$ cat src/rtl/wdog_pkg.sv
package wdog_pkg;

    typedef enum logic {
        WD_ARMED  = 1'b0,
        WD_FIRING = 1'b1
    } wd_state_e;

    typedef struct packed {
        logic level;
        logic toggled;
    } kick_info_t;

    function automatic int unsigned ctr_width(input int unsigned n);
        return (n < 2) ? 1 : $clog2(n);
    endfunction

endpackage

$ cat src/rtl/wdog_kick_sync.sv
module wdog_kick_sync
    import wdog_pkg::*;
#(
    parameter int unsigned STAGES = 2
) (
    input  logic       clk,
    input  logic       rst,
    input  logic       kick_raw,
    output kick_info_t info
);

    localparam int unsigned TOP = STAGES - 1;

    logic [STAGES-1:0] chain;
    logic              last_level;

    always_ff @(posedge clk) begin
        if (rst) begin
            chain      <= '0;
            last_level <= 1'b0;
        end else begin
            chain[0]   <= kick_raw;
            last_level <= chain[TOP];
        end
    end

    for (genvar g = 1; g < STAGES; g++) begin : g_stage
        always_ff @(posedge clk) begin
            if (rst) chain[g] <= 1'b0;
            else     chain[g] <= chain[g-1];
        end
    end

    always_comb begin
        info.level   = chain[TOP];
        info.toggled = chain[TOP] ^ last_level;
    end

    // a detected transition means the synchronized level moved
    p_toggle_moves_level_r9: assert property (@(posedge clk) disable iff (rst)
        info.toggled |=> (last_level != $past(last_level)));

endmodule

$ cat src/rtl/wdog_idle_counter.sv
module wdog_idle_counter
    import wdog_pkg::*;
#(
    parameter int unsigned TIMEOUT_CYC = 1_100_000
) (
    input  logic clk,
    input  logic rst,
    input  logic hold,
    input  logic toggled,
    output logic fire
);

    localparam int unsigned CW = ctr_width(TIMEOUT_CYC);
    localparam logic [CW-1:0] LAST = CW'(TIMEOUT_CYC - 1);

    logic [CW-1:0] idle_cnt;
    logic          at_limit;

    assign at_limit = (idle_cnt == LAST);
    assign fire     = !hold && !toggled && at_limit;

    always_ff @(posedge clk) begin
        if (rst || hold || toggled || fire) idle_cnt <= '0;
        else                                idle_cnt <= idle_cnt + 1'b1;
    end

    // count never passes the window limit
    p_cnt_in_window_r4: assert property (@(posedge clk) disable iff (rst)
        idle_cnt <= LAST);
    // a held cycle leaves the count at zero
    p_hold_clears_r7: assert property (@(posedge clk) disable iff (rst)
        hold |=> (idle_cnt == '0));
    // a detected transition restarts the window
    p_toggle_clears_r2: assert property (@(posedge clk) disable iff (rst)
        toggled |=> (idle_cnt == '0));

endmodule

$ cat src/rtl/wdog_pulse_stretch.sv
module wdog_pulse_stretch
    import wdog_pkg::*;
#(
    parameter int unsigned PULSE_CYC = 130_000
) (
    input  logic clk,
    input  logic rst,
    input  logic fire,
    output logic req,
    output logic strobe
);

    localparam int unsigned PW = ctr_width(PULSE_CYC);
    localparam logic [PW-1:0] PLAST = PW'(PULSE_CYC - 1);

    wd_state_e     state;
    logic [PW-1:0] held_cnt;

    always_ff @(posedge clk) begin
        if (rst) begin
            state    <= WD_ARMED;
            held_cnt <= '0;
            strobe   <= 1'b0;
        end else begin
            strobe <= 1'b0;
            unique case (state)
                WD_ARMED: begin
                    held_cnt <= '0;
                    if (fire) begin
                        state  <= WD_FIRING;
                        strobe <= 1'b1;
                    end
                end
                WD_FIRING: begin
                    if (held_cnt == PLAST) begin
                        state    <= WD_ARMED;
                        held_cnt <= '0;
                    end else begin
                        held_cnt <= held_cnt + 1'b1;
                    end
                end
                default: state <= WD_ARMED;
            endcase
        end
    end

    assign req = (state == WD_FIRING);

    // held count stays inside the request length
    p_len_bound_r5: assert property (@(posedge clk) disable iff (rst)
        held_cnt <= PLAST);
    // strobe lasts a single cycle
    p_strobe_single_r6: assert property (@(posedge clk) disable iff (rst)
        strobe |=> !strobe);
    // request starts together with the strobe
    p_rise_with_strobe_r6: assert property (@(posedge clk) disable iff (rst)
        $rose(req) |-> strobe);

endmodule

$ cat src/rtl/wdog_edge_monitor.sv
module wdog_edge_monitor
    import wdog_pkg::*;
#(
    parameter int unsigned TIMEOUT_CYC = 1_100_000,
    parameter int unsigned PULSE_CYC   = 130_000,
    parameter int unsigned SYNC_STAGES = 2
) (
    input  logic clk,
    input  logic rst,
    input  logic kick_in,
    input  logic sys_rst_active,
    output logic rst_req,
    output logic timeout_pulse
);

    kick_info_t kick_info;
    logic       hold;
    logic       fire;

    wdog_kick_sync #(.STAGES(SYNC_STAGES)) u_sync (
        .clk      (clk),
        .rst      (rst),
        .kick_raw (kick_in),
        .info     (kick_info)
    );

    assign hold = sys_rst_active | rst_req;

    wdog_idle_counter #(.TIMEOUT_CYC(TIMEOUT_CYC)) u_idle (
        .clk     (clk),
        .rst     (rst),
        .hold    (hold),
        .toggled (kick_info.toggled),
        .fire    (fire)
    );

    wdog_pulse_stretch #(.PULSE_CYC(PULSE_CYC)) u_pulse (
        .clk    (clk),
        .rst    (rst),
        .fire   (fire),
        .req    (rst_req),
        .strobe (timeout_pulse)
    );

    // no second strobe while a request is already running
    p_no_refire_r8: assert property (@(posedge clk) disable iff (rst)
        (rst_req && $past(rst_req)) |-> !timeout_pulse);
    // system reset input blocks new time-outs
    p_sys_blocks_r7: assert property (@(posedge clk) disable iff (rst)
        (sys_rst_active && !rst_req) |=> !timeout_pulse);

endmodule

$ cat config.mk
export PLATFORM = sky130hd
export DESIGN_NAME = wdog_edge_monitor
export DESIGN_NICKNAME = d
export VERILOG_FILES = /design/src/rtl/wdog_pkg.sv /design/src/rtl/wdog_kick_sync.sv /design/src/rtl/wdog_idle_counter.sv /design/src/rtl/wdog_pulse_stretch.sv /design/src/rtl/wdog_edge_monitor.sv
export SDC_FILE = /design/constraint.sdc
export NUM_CORES = 1
export LEC_CHECK = 0
export BUFFER_PORTS_ARGS = -buffer_cell sky130_fd_sc_hd__buf_2
export CAP_MARGIN = 20
export CORE_UTILIZATION = 45
export CTS_BUF_LIST = sky130_fd_sc_hd__clkbuf_2
export CTS_CLUSTER_SIZE = 25
export DETAILED_ROUTE_END_ITERATION = 7
export PLACE_DENSITY = 0.65
export SYNTH_ARGS = -nofsm -noshare
export SYNTH_HDL_FRONTEND = slang
export SYNTH_SLANG_ARGS = --single-unit
export TNS_END_PERCENT = 20
$ cat constraint.sdc
create_clock -name clk -period 2.6 [get_ports clk]
set_clock_uncertainty 0.2 [all_clocks]
set_input_delay 0.26 -clock clk [delete_from_list [all_inputs] [get_ports clk]]
set_output_delay 0.26 -clock clk [all_outputs]
set_load 0.01 [all_outputs]
; Yosys cells after proc, flatten, opt, wreduce, memory -nomap -nowiden
; Cells that the tools add are included.
[totals]
regBits = 40
in_bits = 4
output_inout_bits = 2
wordCells = 20
[op_classes]
addsub = 2
n_eq_ne = 2
muxes = 5
bitwise_logic = 2
n_reduce_logical = 5
[op_table]
columns = op, n
row1 = case mux 17 bit (2 select lines), 1
row2 = adder 21 x 1 -> 21 bit (second input constant), 1
row3 = equality test 21 bit (second input constant), 1
row4 = adder 17 x 1 -> 17 bit (second input constant), 1
row5 = equality test 17 bit (second input constant), 1
row6 = 2-to-1 mux 17 bit, 1
row7 = logical OR 1 bit, 2
row8 = 2-to-1 mux 1 bit, 2
row9 = case mux 1 bit (2 select lines), 1
row10 = OR reduction 2 bit, 1
row11 = logical AND 1 bit, 1
row12 = logical NOT 1 bit, 1
row13 = NOT 1 bit, 1
row14 = OR 1 bit, 1

; Depth between registers and ports, before layout
; Gate-level depths: netlist of run 1.
[depth]
ltp_word = 5
depth_mapped = 6
depth_no_buf = 5

; Cells and area by module
; Synthesis of run 1 repeated with hierarchy kept, for this count alone.
[unflattened]
hier_cells = 211
area_unflattened_um2 = 1826.8
[modules_own_cells]
columns = module, instances, cells_per_inst, area_each_um2, seq_area_each_um2
row1 = wdog_idle_counter, 1, 116, 998.5, 420.4
row2 = wdog_pulse_stretch, 1, 91, 803.3, 380.4
row3 = wdog_kick_sync, 1, 3, 18.8, 0.0
row4 = wdog_edge_monitor, 1, 1, 6.3, 0.0

; Worst setup path before layout of run 1
; OpenSTA, ideal clock, no wires.
[synth_timing]
path_type = reg-to-reg
start = register u_pulse.held_cnt[10]
end = register u_pulse.held_cnt[15]
setup_time_ns = 0.115
t_arrival_ns = 1.738
required_time_ns = 2.285
path_slack_ns = 0.547
path_stages_with_launch = 6
n_path_buf = 1
period_less_slack_ns = 2.053
path_cell_list = dfxtp_1 > or4b_1 > or4_4 > o21ai_4 > buf_6 > nor2_1
[synth_via]
elab_chain_len = 3
elab_cells_between_ends = 4
classes_between = add/sub: 1 / eq/ne: 1 / mux: 2
[synth_rtl]
columns = item, line_no
row1 = from (decl), wdog_pulse_stretch.sv:17  ; logic [PW-1:0] held_cnt;
row2 = from (signal assigned), wdog_pulse_stretch.sv:39  ; held_cnt <= held_cnt + 1'b1;
row3 = adder 17 x 1 -> 17 bit or equality test 17 bit (tied branches), "wdog_pulse_stretch.sv:39, wdog_pulse_stretch.sv:35"
row4 = 2-to-1 mux 17 bit *, wdog_pulse_stretch.sv:35  ; if (held_cnt == PLAST) begin
row5 = case mux 17 bit (2 select lines) *, wdog_pulse_stretch.sv:26  ; unique case (state)
; Every way passes the cells marked *; elsewhere a longest branch is shown, timed or not.
; A chain may end at the register's enable or synchronous reset.

; Worst setup path after layout of run 1
[layout_timing]
start = register u_pulse.held_cnt[5]
end = register u_pulse.held_cnt[3]
[layout_via]
elab_chain_len = 3
[layout_rtl]
columns = item, line_no
row1 = equality test 17 bit, wdog_pulse_stretch.sv:35
row2 = 2-to-1 mux 17 bit, wdog_pulse_stretch.sv:35
row3 = case mux 17 bit (2 select lines), wdog_pulse_stretch.sv:26
; Every way passes these cells.

==> flow_summary_export.csv, run 1 <==
group,metric,value,unit
run_status,status,"complete, no violations",
critical_path,crit_arrival,2200,ps
job,cap_violations,0,
floorplan,rows,22,
synthesis,ys_warn_count,1,
layout,nFillCells,365,
layout,multi_input_area,907.1,um2
critical_path,reg2reg_depth,5,
layout,seq_area,800.8,um2
sta,rsz0062_at_grt,"no",
grt,grt_max_degree,21,
sta,worstMarginPinSlew,435.1,ps
critical_path,critPathKind,"reg2reg",
floorplan,dieHeight,64.53,um
synthesis,synth_flop_cell,"dfxtp_1",
grt,grt_busiest_layer,"met2",
synthesis,synth_top_family_by_area,"simple AND/OR/NAND/NOR gates",
floorplan,core-area,3716,um2
place,portBuffers,4,
sta,finalHoldViolations,0,
critical_path,worstSetupStartpointType,"flop",
drt,drtIter0Drc,107,
synthesis,synth_xor_area_share,13.94,%
sta,setup_viol,0,
power,report.power.total,892.1,uW
synthesis,ys_seq_elements,40,
floorplan,chipWidth,64.53,um
critical_path,cp-end-kind,"flop",
sta,drv_slew,0,
synthesis,synth_edf_count,0,
grt,use_met2,33.95,%
power,leakage,0.0005568,uW
place,gp_congestion,0.8302,
synthesis,synth_compound_area_share,5.050,%
cts,cts_buffer_depth,2,
grt,grt.overflow.total,0,
sta,max_freq,472.7,MHz
power,ir_drop,0.0002736,V
drt,drc_errors,0,
layout,antenna_cells,0,
grt,met1_usage,19.67,%
place,post-dp-hpwl,2403,um
sta,min_period_over_period,81.36,%
cts,clockRootBuffer,"clkbuf_2",
drt,first_pass_iters,4,
synthesis,ys_types,27,
synthesis,ys_seq_area_share,45.52,%
cts,cts.sink_count,40,
drt,post_drt_wl_per_cell,12.51,um
power,p_per_area,465.4,nW/um2
synthesis,synth_nets,207,
synthesis,synthesis.area,1759,um2
hold_path,hold_depth,1,
cts,clk_latency,380,ps
synthesis,syn_area_per_cell,8.752,um2
layout,nets,222,
sta,slew_headroom,70.73,%
grt,use_met3,5.106,%
layout,layout-drive-gt1-share,8.295,%
drt,wl,3314,um
grt,grt_pass1_vias,1448,
grt,antenna_found_initial,0,
grt,grtUsageTotal,18.39,%
cts,cts_made_buffers,5,
layout,syn_to_final_growth,8.962,%
drt,vias,1429,
sta,fin_crit,2115,ps
synthesis,async_flop_share,0,%
synthesis,synthesis.instances,201,
hold_path,hp-class,"reg2reg",
grt,grt_pass1_wl,5989,um
synthesis,synthSimpleGateAreaFrac,31.15,%
synthesis,synth-adder-area-share,1.422,%
cts,cts_tree,"done",
cts,htreeDepth,2,
critical_path,worstPathRequired,2680,ps
synthesis,synthMuxAreaShare,0,%
floorplan,initial_utilization,47.34,%
floorplan,pin_count,6,
drt,antenna_left,0,
drt,viasPerCell,5.392,
cts,postCtsSetupRepairBufs,0,
cts,clkTransAtPathRegs,170,ps
sta,tns,0,ps
floorplan,die-area,4163,um2
critical_path,critPathMaxFanout,17,
cts,ctsResizeCount,0,
[cell families after synthesis]
logic type                 Yosys count
AOI/OAI and AO/OA                   15
xor gates and xnor gates            28
adders and majority gates            2
buffers and inverters               11
DFF                                 40
and+or+nand+nor                    105
[where the power goes]
group          total, uW  internal [uW]  switching, uW
clock                260           72.2            188
sequential           617            615           1.49
combinational       15.2           7.04           8.20
total                892            695            197
[area by class of cell]
cell class	count	area share, %
Tap cell	48	3.133
Inverter	8	1.567
Clock buffer	7	1.828
Sequential cell	40	41.78
Timing Repair Buffer	11	4.178
Multi-Input combinational cell	150	47.32
Clock inverter	1	0.1958
[through the flow]
step	hold slack [ps]	instance area, um2	std cells	setup WS (ps)	util (%)
final	289.6	1917	265	484.6	51.58
after global routing	317.4	1917	265	333.9	51.58
after CTS	300.4	1917	265	468.6	51.58
after detailed placement	261.3	1848	254	486.2	49.73
after global placement	244.2	1848	254	504.1	49.73
after floorplan	229.5	1759	201	547.1	-
[critical path, cell delays in order, from the launching register on]
cell,delay [ps]
dfxtp_1,400
or4b_1,510
or4_4,500
o21ai_4,130
buf_4,220
nor2_1,70
[Yosys cell counts (2+ instances only)]
master | instances | area [um2]
dfxtp_1 | 40 | 800.8
nor2_1 | 38 | 142.6
xnor2_1 | 21 | 183.9
nand2_1 | 11 | 41.29
nand4_1 | 11 | 68.82
nand3_1 | 10 | 50.05
nor4_1 | 9 | 56.30
inv_1 | 8 | 30.03
o21ai_0 | 7 | 35.03
xor2_1 | 7 | 61.31
a21oi_1 | 6 | 30.03
or3_1 | 6 | 37.54
nor3_1 | 5 | 25.02
or4_1 | 4 | 30.03
and3_1 | 2 | 12.51
and4_1 | 2 | 17.52
buf_2 | 2 | 10.01
ha_1 | 2 | 25.02
nor4bb_1 | 2 | 20.02
[cells in the final DEF, fill, tap and decap left out, drive strengths merged, types with 3 or more instances in the layout]
cell and instances:
clkbuf 7, nand4 11, inv 8, o21ai 8, nand3 11, dfxtp 40
dlygate4sd3 3, buf 8, or3 6, xor2 7, nor2 38, nor4 9
nand2 11, xnor2 21, nor3 5, a21oi 6, or4 5
[repair_timing]
item | in CTS | in global routing
hold endpoints to repair | 3 | 0
endpoints found under the setup margin | 0 | 0
hold buffers | 3 | 0
[final timing paths]
check / slack, ps / startpoint / end
max reg2reg: 480 / u_pulse.held_cnt[5]$_SDFF_PP0_ / u_pulse.held_cnt[3]$_SDFF_PP0_
min: 290 / u_idle.idle_cnt[0]$_SDFF_PP0_ / u_idle.idle_cnt[0]$_SDFF_PP0_
min reg2reg: 290 / u_idle.idle_cnt[0]$_SDFF_PP0_ / u_idle.idle_cnt[0]$_SDFF_PP0_
max: 480 / u_pulse.held_cnt[5]$_SDFF_PP0_ / u_pulse.held_cnt[3]$_SDFF_PP0_
[routing by layer]
metal | vias up | wire (um)
met3 | 8 | 81
li1 | 734 | -
met4 | 0 | 38
met5 | - | 0
met1 | 665 | 1520
met2 | 22 | 1673
[flip-flops by register name (all words and copies together) (netlist names)]
signal and count:
u_idle.idle_cnt 21, u_pulse.held_cnt 17, u_pulse.req 1, u_pulse.strobe 1
Power figures use the tool's default switching activity.
==> run 2: changes to the inputs <==
clock period = 2.1 ns   (was 2.6 ns; I/O delays follow)
==> run 2 against run 1 <==
Via count increased by 6.6%. Cell area increased by 6.6%. Combinational power increased by 26%. Utilization increased by 3.4 points. Critical endpoint is now u_pulse.held_cnt[8]$_SDFF_PP0_. Largest power group unchanged. Die area unchanged. Highest routed layer unchanged. Critical path type unchanged. Global-route usage increased by 1.2 points. Worst hold slack got worse by 41 ps. Wire length increased by 8.4%. Clock power increased by 25%.
==> flow_summary_export.csv, run 2 (synthesis results as in run 1) <==
group,metric,value,unit
floorplan,rows,22,
critical_path,crit_arrival,2160,ps
layout,largest_reg_flops,21,
grt,grt_pass1_vias,1480,
drt,wl_met2,1798,um
power,p_int,845.5,uW
grt,grt_max_degree,18,
drt,first_pass_iters,4,
drt,viasPerCell,5.478,
hold_path,hp-class,"reg2reg",
floorplan,chipWidth,64.53,um
sta,drv_slew,0,
drt,wl_met1,1593,um
drt,dr_wl_met3,120,um
sta,min_period_over_period,97.25,%
sta,slew_headroom,76.64,%
cts,clk_latency,410,ps
cts,cts_buffer_depth,2,
power,seq_power_share,69.0,%
sta,finalHoldViolations,0,
layout,antenna_cells,0,
cts,clockRootBuffer,"clkbuf_2",
critical_path,worstSetupStartpointType,"flop",
cts,clkTransAtPathRegs,180,ps
grt,antenna_found_initial,0,
power,ir_drop,0.0004039,V
power,leakage,0.0006366,uW
sta,setup_viol,0,
critical_path,worstPathRequired,2220,ps
grt,grt_pass1_wl,6320,um
floorplan,initial_utilization,47.34,%
drt,drc_errors,0,
sta,max_freq,489.6,MHz
floorplan,core-area,3716,um2
critical_path,cp-end-kind,"flop",
drt,drtIter0Drc,74,
place,portBuffers,4,
job,cap_violations,0,
critical_path,critPathKind,"reg2reg",
layout,layout-drive-gt1-share,16.96,%
drt,wl,3592,um
layout,layout_commonest_cell,"nor2_1",
sta,fin_crit,2042,ps
hold_path,hold_depth,1,
power,switching_share,23.66,%
sta,tns,0,ps
floorplan,dieHeight,64.53,um
floorplan,die-area,4163,um2
cts,cts_made_buffers,5,
layout,top_regs,"u_idle.idle_cnt (21), u_pulse.held_cnt (17)",
drt,dr.max_layer_used,"met4",
drt,vias,1523,
cts,cts.sink_count,40,
power,p_sw,262.0,uW
layout,final_cell_mix,"nor2_1, dfxtp_1, xnor2_1",
place,place_area,1951,um2
grt,grtUsageTotal,19.55,%
sta,worstMarginPinSlew,347.2,ps
power,clkPwrFrac,29.3,%
power,pwr-share-comb,1.7,%
cts,cts_tree,"done",
layout,nets,235,
cts,htreeDepth,2,
layout,syn_to_final_growth,16.15,%
place,gp_congestion,0.8219,
floorplan,pin_count,6,
drt,antenna_left,0,
place,post-dp-hpwl,2583,um
critical_path,critPathMaxFanout,17,
grt,grt.overflow.total,0,
drt,post_drt_wl_per_cell,12.92,um
critical_path,reg2reg_depth,5,
sta,rsz0062_at_grt,"yes",
run_status,status,"complete, no violations",
layout,design_area,2043,um2
power,p_per_area,542.0,nW/um2
layout,top_register,"u_idle.idle_cnt",
==> run 2: cell count changes in the layout (fill, tap and decap cells not counted), sizes merged <==
cell	change
clkbuf	-2
dlygate4sd3	-1
clkinv	+2
buf	+14
==> run 2: timing repair <==
action | CTS | global route
endpoints found under the setup margin | 0 | 21
hold buffers | 2 | 0
hold endpoints to repair | 3 | 0
buffers inserted | 0 | 2
gates resized for setup | 0 | 7
==> run 2: critical path, stage by stage (launching register included) <==
cell and delay (ps):
dfxtp_1 350, or4b_1 520, or4_4 510, o21ai_4 170, buf_12 160, nor2_1 50
==> run 2: power groups by stage <==
stage | logic, uW | clock network (uW) | registers [uW]
after floorplan | 9.75 | 0 | 779
after global placement | 15.8 | 0 | 779
after detailed placement | 16.2 | 0 | 779
after CTS | 19.2 | 338 | 764
after global routing | 21.0 | 366 | 765
final | 19.2 | 324 | 764
==> run 2: area by class of cell <==
cell class,count,area [um2]
Fill cell,344,1673
Multi-Input combinational cell,150,920.9
Sequential cell,40,805.8
Timing Repair Buffer,24,187.7
Tap cell,48,60.06
Inverter,8,30.03
Clock buffer,5,25.02
Clock inverter,3,13.76
==> run 2: stage by stage <==
step           util [%]  total power (uW)  worst slack (ps)  instances  hold slack, ps
2_1_floorplan         -             788.6             47.09        201           226.9
3_3_place_gp      52.49             794.8             93.79        266           245.8
3_5_place_dp      52.49             795.4             63.64        266           269.7
4_1_cts           54.07              1122             46.87        276           297.1
5_1_grt           54.98              1152            -10.23        278           281.1
6_report          54.98              1108             57.65        278           248.7
==> run 2: path summary, 6_finish.rpt <==
| kind | from | endpoint | slack (ps) |
|---|---|---|---|
| worst max-delay path | u_pulse.held_cnt[10]$_SDFF_PP0_ | u_pulse.held_cnt[8]$_SDFF_PP0_ | 60 |
| worst min-delay path | u_idle.idle_cnt[0]$_SDFF_PP0_ | u_idle.idle_cnt[0]$_SDFF_PP0_ | 250 |
| worst max register to register | u_pulse.held_cnt[10]$_SDFF_PP0_ | u_pulse.held_cnt[8]$_SDFF_PP0_ | 60 |
| worst min register to register | u_idle.idle_cnt[0]$_SDFF_PP0_ | u_idle.idle_cnt[0]$_SDFF_PP0_ | 250 |
==> run 2: metal layers <==
layer  vias up  GRT usage [%]
met4         0          10.00
met5         -              0
met3        10          4.754
li1        760              -
met1       715          21.86
met2        38          34.21
